File: src/rtl/tok_pkg.sv
package tok_pkg;
  localparam int PID_W  = 8;
  localparam int ADDR_W = 7;
  localparam int ENDP_W = 4;
  localparam int CRC_W  = 5;

  localparam logic [CRC_W-1:0] CRC_POLY  = 5'b00101;
  localparam logic [CRC_W-1:0] CRC_INIT  = 5'b11111;
  localparam logic [CRC_W-1:0] CRC_RESID = 5'b01100;

  typedef enum logic [3:0] {
    CODE_OUT   = 4'b0001,
    CODE_IN    = 4'b1001,
    CODE_SOF   = 4'b0101,
    CODE_SETUP = 4'b1101
  } tok_code_e;

  typedef enum logic [1:0] {
    KIND_NONE  = 2'd0,
    KIND_ADDR  = 2'd1,
    KIND_FRAME = 2'd2
  } tok_kind_e;
endpackage

File: src/rtl/tok_rst_sync.sv
module tok_rst_sync #(
  parameter int STAGES = 2
) (
  input  logic clk,
  input  logic rst_n,
  output logic rst_s_n
);
  logic [STAGES-1:0] sync_q;

  always_ff @(posedge clk or negedge rst_n) begin
    if (!rst_n) sync_q <= '0;
    else        sync_q <= {sync_q[STAGES-2:0], 1'b1};
  end

  assign rst_s_n = sync_q[STAGES-1];
endmodule

File: src/rtl/tok_bit_counter.sv
module tok_bit_counter #(
  parameter int LIMIT = 24,
  parameter int CW    = $clog2(LIMIT + 2)
) (
  input  logic          clk,
  input  logic          rst_n,
  input  logic          restart,
  input  logic          first,
  input  logic          step,
  output logic [CW-1:0] cnt
);
  localparam logic [CW-1:0] SAT = CW'(LIMIT + 1);

  logic [CW-1:0] cnt_d, cnt_q;

  always_comb begin
    cnt_d = cnt_q;
    if (restart)                   cnt_d = first ? CW'(1) : '0;
    else if (step && cnt_q < SAT)  cnt_d = cnt_q + CW'(1);
  end

  always_ff @(posedge clk or negedge rst_n) begin
    if (!rst_n) cnt_q <= '0;
    else        cnt_q <= cnt_d;
  end

  assign cnt = cnt_q;
endmodule

File: src/rtl/tok_crc_ser.sv
module tok_crc_ser #(
  parameter int                W    = 5,
  parameter logic [W-1:0]      POLY = 5'b00101,
  parameter logic [W-1:0]      INIT = 5'b11111
) (
  input  logic         clk,
  input  logic         rst_n,
  input  logic         clr,
  input  logic         en,
  input  logic         din,
  output logic [W-1:0] crc
);
  logic [W-1:0] crc_d, crc_q;
  logic         fb;

  always_comb begin
    fb    = din ^ crc_q[W-1];
    crc_d = crc_q;
    if (clr)     crc_d = INIT;
    else if (en) crc_d = {crc_q[W-2:0], 1'b0} ^ (fb ? POLY : '0);
  end

  always_ff @(posedge clk or negedge rst_n) begin
    if (!rst_n) crc_q <= INIT;
    else        crc_q <= crc_d;
  end

  assign crc = crc_q;
endmodule

File: src/rtl/tok_pid_check.sv
module tok_pid_check
  import tok_pkg::*;
#(
  parameter int PID_BITS = PID_W,
  localparam int NIB     = PID_BITS / 2
) (
  input  logic [PID_BITS-1:0] pid,
  output logic                pid_ok,
  output tok_kind_e           kind
);
  logic [NIB-1:0] lo, hi;
  logic           formed;

  always_comb begin
    lo     = pid[NIB-1:0];
    hi     = pid[PID_BITS-1:NIB];
    formed = (hi == ~lo);
    case (lo)
      CODE_OUT, CODE_IN, CODE_SETUP: kind = KIND_ADDR;
      CODE_SOF:                      kind = KIND_FRAME;
      default:                       kind = KIND_NONE;
    endcase
    pid_ok = formed && (kind != KIND_NONE);
  end
endmodule

File: src/rtl/tok_field_decoder.sv
module tok_field_decoder
  import tok_pkg::*;
#(
  parameter int                    PID_BITS  = PID_W,
  parameter int                    ADDR_BITS = ADDR_W,
  parameter int                    ENDP_BITS = ENDP_W,
  parameter int                    CRC_BITS  = CRC_W,
  parameter logic [CRC_BITS-1:0]   POLY      = CRC_POLY,
  parameter logic [CRC_BITS-1:0]   INIT      = CRC_INIT,
  parameter logic [CRC_BITS-1:0]   RESID     = CRC_RESID,
  localparam int                   NIB       = PID_BITS / 2,
  localparam int                   FLD_BITS  = ADDR_BITS + ENDP_BITS
) (
  input  logic                 clk,
  input  logic                 rst_n,
  input  logic                 sop,
  input  logic                 bit_valid,
  input  logic                 bit_data,
  input  logic                 eop,
  output logic                 tok_valid,
  output logic [NIB-1:0]       tok_pid,
  output logic [ADDR_BITS-1:0] addr,
  output logic [ENDP_BITS-1:0] endp,
  output logic [FLD_BITS-1:0]  frame,
  output logic                 pid_err,
  output logic                 len_err,
  output logic                 crc_err
);
  localparam int PKT_LEN = PID_BITS + FLD_BITS + CRC_BITS;
  localparam int CW      = $clog2(PKT_LEN + 2);
  localparam logic [CW-1:0] FLD_LO = CW'(PID_BITS);
  localparam logic [CW-1:0] FLD_HI = CW'(PID_BITS + FLD_BITS);
  localparam logic [CW-1:0] PKT_END = CW'(PKT_LEN);

  logic                 rst_s_n;
  logic                 active_q, active_d;
  logic [CW-1:0]        cnt, idx;
  logic                 take, end_evt, pid_en, fld_en, crc_en;
  logic [PID_BITS-1:0]  pid_q, pid_d;
  logic [FLD_BITS-1:0]  fld_q, fld_d;
  logic [CRC_BITS-1:0]  crc_q;
  logic                 pid_ok, crc_ok;
  tok_kind_e            kind;

  logic                 valid_d, perr_d, lerr_d, cerr_d;
  logic [NIB-1:0]       tpid_d;
  logic [ADDR_BITS-1:0] addr_d;
  logic [ENDP_BITS-1:0] endp_d;
  logic [FLD_BITS-1:0]  frame_d;

  tok_rst_sync #(.STAGES(2)) u_rst (
    .clk     (clk),
    .rst_n   (rst_n),
    .rst_s_n (rst_s_n)
  );

  tok_bit_counter #(.LIMIT(PKT_LEN), .CW(CW)) u_cnt (
    .clk     (clk),
    .rst_n   (rst_s_n),
    .restart (sop),
    .first   (sop & bit_valid),
    .step    (take & ~sop),
    .cnt     (cnt)
  );

  tok_crc_ser #(.W(CRC_BITS), .POLY(POLY), .INIT(INIT)) u_crc (
    .clk   (clk),
    .rst_n (rst_s_n),
    .clr   (sop),
    .en    (crc_en),
    .din   (bit_data),
    .crc   (crc_q)
  );

  tok_pid_check #(.PID_BITS(PID_BITS)) u_pid (
    .pid    (pid_q),
    .pid_ok (pid_ok),
    .kind   (kind)
  );

  // bit routing and packet framing
  always_comb begin
    take     = bit_valid & (sop | (active_q & ~eop));
    end_evt  = eop & active_q & ~sop;
    idx      = sop ? '0 : cnt;
    pid_en   = take && (idx < FLD_LO);
    fld_en   = take && (idx >= FLD_LO) && (idx < FLD_HI);
    crc_en   = take && (idx >= FLD_LO) && (idx < PKT_END);
    active_d = active_q;
    if (sop)          active_d = 1'b1;
    else if (end_evt) active_d = 1'b0;
    pid_d = pid_en ? {bit_data, pid_q[PID_BITS-1:1]} : pid_q;
    fld_d = fld_en ? {bit_data, fld_q[FLD_BITS-1:1]} : fld_q;
    crc_ok = (crc_q == RESID);
  end

  // result decision
  always_comb begin
    valid_d = 1'b0;
    perr_d  = 1'b0;
    lerr_d  = 1'b0;
    cerr_d  = 1'b0;
    tpid_d  = '0;
    addr_d  = '0;
    endp_d  = '0;
    frame_d = '0;
    if (end_evt) begin
      if (cnt != PKT_END)  lerr_d = 1'b1;
      else if (!pid_ok)    perr_d = 1'b1;
      else if (!crc_ok)    cerr_d = 1'b1;
      else begin
        valid_d = 1'b1;
        tpid_d  = pid_q[NIB-1:0];
        if (kind == KIND_FRAME) begin
          frame_d = fld_q;
        end else begin
          addr_d = fld_q[ADDR_BITS-1:0];
          endp_d = fld_q[FLD_BITS-1:ADDR_BITS];
        end
      end
    end
  end

  always_ff @(posedge clk or negedge rst_s_n) begin
    if (!rst_s_n) begin
      active_q  <= 1'b0;
      pid_q     <= '0;
      fld_q     <= '0;
      tok_valid <= 1'b0;
      pid_err   <= 1'b0;
      len_err   <= 1'b0;
      crc_err   <= 1'b0;
      tok_pid   <= '0;
      addr      <= '0;
      endp      <= '0;
      frame     <= '0;
    end else begin
      active_q  <= active_d;
      pid_q     <= pid_d;
      fld_q     <= fld_d;
      tok_valid <= valid_d;
      pid_err   <= perr_d;
      len_err   <= lerr_d;
      crc_err   <= cerr_d;
      tok_pid   <= tpid_d;
      addr      <= addr_d;
      endp      <= endp_d;
      frame     <= frame_d;
    end
  end
endmodule

File: config.mk
export PLATFORM = sky130hd
export DESIGN_NAME = tok_field_decoder
export DESIGN_NICKNAME = d
export VERILOG_FILES = /design/src/rtl/tok_pkg.sv /design/src/rtl/tok_rst_sync.sv /design/src/rtl/tok_bit_counter.sv /design/src/rtl/tok_crc_ser.sv /design/src/rtl/tok_pid_check.sv /design/src/rtl/tok_field_decoder.sv
export SDC_FILE = /design/constraint.sdc
export NUM_CORES = 1
export LEC_CHECK = 0
export ABC_AREA = 1
export BUFFER_PORTS_ARGS = -buffer_cell sky130_fd_sc_hd__buf_4
export CAP_MARGIN = 20
export CELL_PAD_IN_SITES_DETAIL_PLACEMENT = 1
export CELL_PAD_IN_SITES_GLOBAL_PLACEMENT = 1
export CORE_MARGIN = 5
export CORE_UTILIZATION = 39
export DETAILED_ROUTE_END_ITERATION = 8
export PLACE_DENSITY = 0.76
export SLEW_MARGIN = 10
export SYNTH_ARGS = -nofsm -noshare
export SYNTH_HDL_FRONTEND = slang
export SYNTH_SLANG_ARGS = --single-unit
export TNS_END_PERCENT = 30
File: constraint.sdc
create_clock -name clk -period 1.9 [get_ports clk]
set_input_delay 0.19 -clock clk [delete_from_list [all_inputs] [get_ports clk]]
set_output_delay 0.19 -clock clk [all_outputs]
set_load 0.02 [all_outputs]
==> results_dict.tcl <==
set metrics [dict create \
    cts_sinks 62 \
    clock_latency_ns 0.34 \
    synth_fp_nets 276 \
    synth_common_cells "nand2_1, dfrtp_1, nor2_1" \
    nets 316 \
    pin_count 36 \
    routed_wl_um 5748 \
    tritoncts "yes" \
    viasPerCell 4.885 \
    drt_iter0_markers 126 \
    end_kind "flop" \
    clk_transition_reported_paths_ns 0.07 \
    syn2layout_area_growth_pct 19.48 \
    ys_ff_latch 62 \
    place_hpwl_um 4058 \
    power.leakage_nw 1.718 \
    grt_start_max_net_pins 50 \
    fin_crit_ns 1.611 \
    route.detailed.drc 0 \
    ir_worst_vdd_mv 0.4986 \
    syn_area_per_cell_um2 9.874 \
    max-cap-violations 0 \
    ys_types 32 \
    ys_top_cells_by_area "dfrtp_1, nand2_1, nor2_1" \
    synth-seq-area-share_pct 58.87 \
    finalCritPeriodShare_pct 84.77 \
    finalHoldViolations 0 \
    antenna_cells 0 \
    post_cts_buffers 0 \
    antenna_found_initial 0 \
    synth_top_area_share_pct 53.90 \
    finClkSkew_ns 0.009451 \
    synth-adder-area-share_pct 0.9456 \
    drive_gt1_share_pct 26.52 \
    place_congestion 0.7780 \
    arrival_ns 1.83 \
    die_x_um 92.38 \
    grt_setup_unrepaired "no" \
    synth_edf_count 0 \
    async_flop_share_pct 100.0 \
    via_count 1920 \
    muxShareOfSynthArea_pct 0 \
    wl_per_cell_um 14.63 \
    cp-start-kind "flop" \
    total_power_mw 2.943 \
    place_ws_ns 0.3109 \
    htreeDepth 3 \
    setup_violations 0 \
    status "complete, no violations" \
    start_util_pct 39.61 \
    synthXorXnorAreaFrac_pct 1.324 \
    path_max_fanout 12 \
    fmax_mhz 620.9 \
    cts_buffers 9 \
    hold_depth 3 \
    grt_usage_pct 14.87 \
    dieArea_um2 8533 \
    crit_type "flop to flop" \
    synth_compound_area_share_pct 3.972 \
    grt_pass1_vias 2009 \
    yosysMostFrequentCell "nand2_1" \
    coreArea_um2 6681 \
    power_density_nw_per_um2 930.9 \
    syn_inst 268 \
    port-buffer-count 35 \
    ys.warnings.count 0 \
    cts_buffer_depth 2 \
    min_path_type "input pin to flop" \
    worst_slack_ns 0.2894 \
    synth_top_family_by_area "simple AND/OR/NAND/NOR gates" \
    fillers 767 \
    die_h_um 92.38 \
    cp.required_ns 2.12 \
    drt-pass1-iter-count 4 \
    rows 30 \
    ant_nets 0 \
    cts_root_buffer "clkbuf_8" \
    drv_slew 0 \
    synth_simple_gate_area_share_pct 27.75 \
    synthesis.area_um2 2646 \
    overflow 0 \
    r2r_cells 8 \
    synth_area_leader_cell "dfrtp_1" \
    yosys_most_used_dff "dfrtp_1" \
    grt_pass1_wl_um 10020 \
    fin_tns_setup_ns 0 \
]
## final cells by class
type	instances	area [um^2]	share of cell area [%]
inverter	20	80.08	2.533
clock buffer	11	141.4	4.472
timing repair buffer	40	315.3	9.972
sequential	62	1559	49.31
tap	80	100.1	3.166
clock inverter	5	58.81	1.860
multi-input combinational	175	907.1	28.69
## repair_timing
action	4_1_cts	5_1_grt
endpoints found under the hold margin	2	0
gates resized for setup	0	0
hold buffers	1	0
## cell families (layout without fill, tap and decap cells)
logic type,Yosys count,after routing
AND/OR/NAND/NOR,147,147
flip-flops,62,62
buffers and inverters,31,76
AO/OA/AOI/OAI,20,20
XOR/XNOR,4,4
adder cells (fa/ha/maj),2,2
other,2,2
## per-layer routing
| layer | track usage (%) | vias to the layer above | share of wire [%] |
|---|---|---|---|
| met5 | 0 | - | 0 |
| met4 | 7.054 | 0 | 0.99 |
| met3 | 3.412 | 5 | 4.0 |
| met2 | 23.14 | 34 | 49 |
| met1 | 19.61 | 951 | 46 |
| li1 | - | 930 | - |
## power breakdown
group          internal, mW  total [mW]  switching [mW]
Combinational        0.0985       0.291           0.192
Clock                 0.642        1.17           0.532
Sequential             1.40        1.48          0.0798
## registers in the layout, summed over array words and instances, names as in the netlist
register / cells
endp: 4
tok_valid: 1
crc_err: 1
pid_err: 1
fld_q: 11
pid_q: 8
tok_pid: 4
len_err: 1
addr: 7
u_crc.crc: 5
u_rst.sync_q: 2
u_cnt.cnt: 5
active_q: 1
frame: 11
## cells in the final DEF (no fill, tap or decap), types with 4 or more instances in the layout
| cell type | count |
|---|---|
| nor2_1 | 43 |
| clkbuf_8 | 10 |
| nand2_1 | 61 |
| dfrtp_1 | 56 |
| o21ai_0 | 10 |
| inv_1 | 16 |
| dfstp_2 | 5 |
| buf_4 | 38 |
| nand4_2 | 9 |
| nand3_1 | 19 |
| nand2_2 | 4 |
| o21ai_1 | 6 |
## final timing paths
check / startpoint / to / slack [ns]
max reg2reg: u_cnt.cnt[4]$_DFFE_PN0P_ / fld_q[7]$_DFFE_PN0P_ / 0.29
min reg2reg: u_rst.sync_q[1]$_DFF_PN0_ / u_cnt.cnt[4]$_DFFE_PN0P_ / 0.15
min: bit_data / pid_q[7]$_DFFE_PN0P_ / 0.12
max in group asynchronous: u_rst.sync_q[1]$_DFF_PN0_ / frame[6]$_DFF_PN0_ / 1.20
max: u_cnt.cnt[4]$_DFFE_PN0P_ / fld_q[7]$_DFFE_PN0P_ / 0.29
min in group asynchronous: u_rst.sync_q[1]$_DFF_PN0_ / u_cnt.cnt[4]$_DFFE_PN0P_ / 0.15
## metrics by stage
| stage | util (%) | hold slack (ns) | std cells | instance area, um^2 |
|---|---|---|---|---|
| after floorplan | - | -0.1056 | 268 | 2646 |
| after global placement | 44.18 | -0.02734 | 376 | 2952 |
| after detailed placement | 44.18 | -0.02604 | 376 | 2952 |
| after CTS | 47.32 | 0.1135 | 393 | 3162 |
| after global routing | 47.32 | 0.1371 | 393 | 3162 |
| final | 47.32 | 0.1236 | 393 | 3162 |
## critical path, cell delays in order, from the launching register on
cell     delay [ns]
dfrtp_1        0.45
nand2_2        0.11
nor2_1         0.04
nor2_1         0.12
nand2_2        0.11
inv_2          0.18
nand2_1        0.29
nand2_1        0.13
nand2_1        0.06
(Power assumes the default switching activity.)
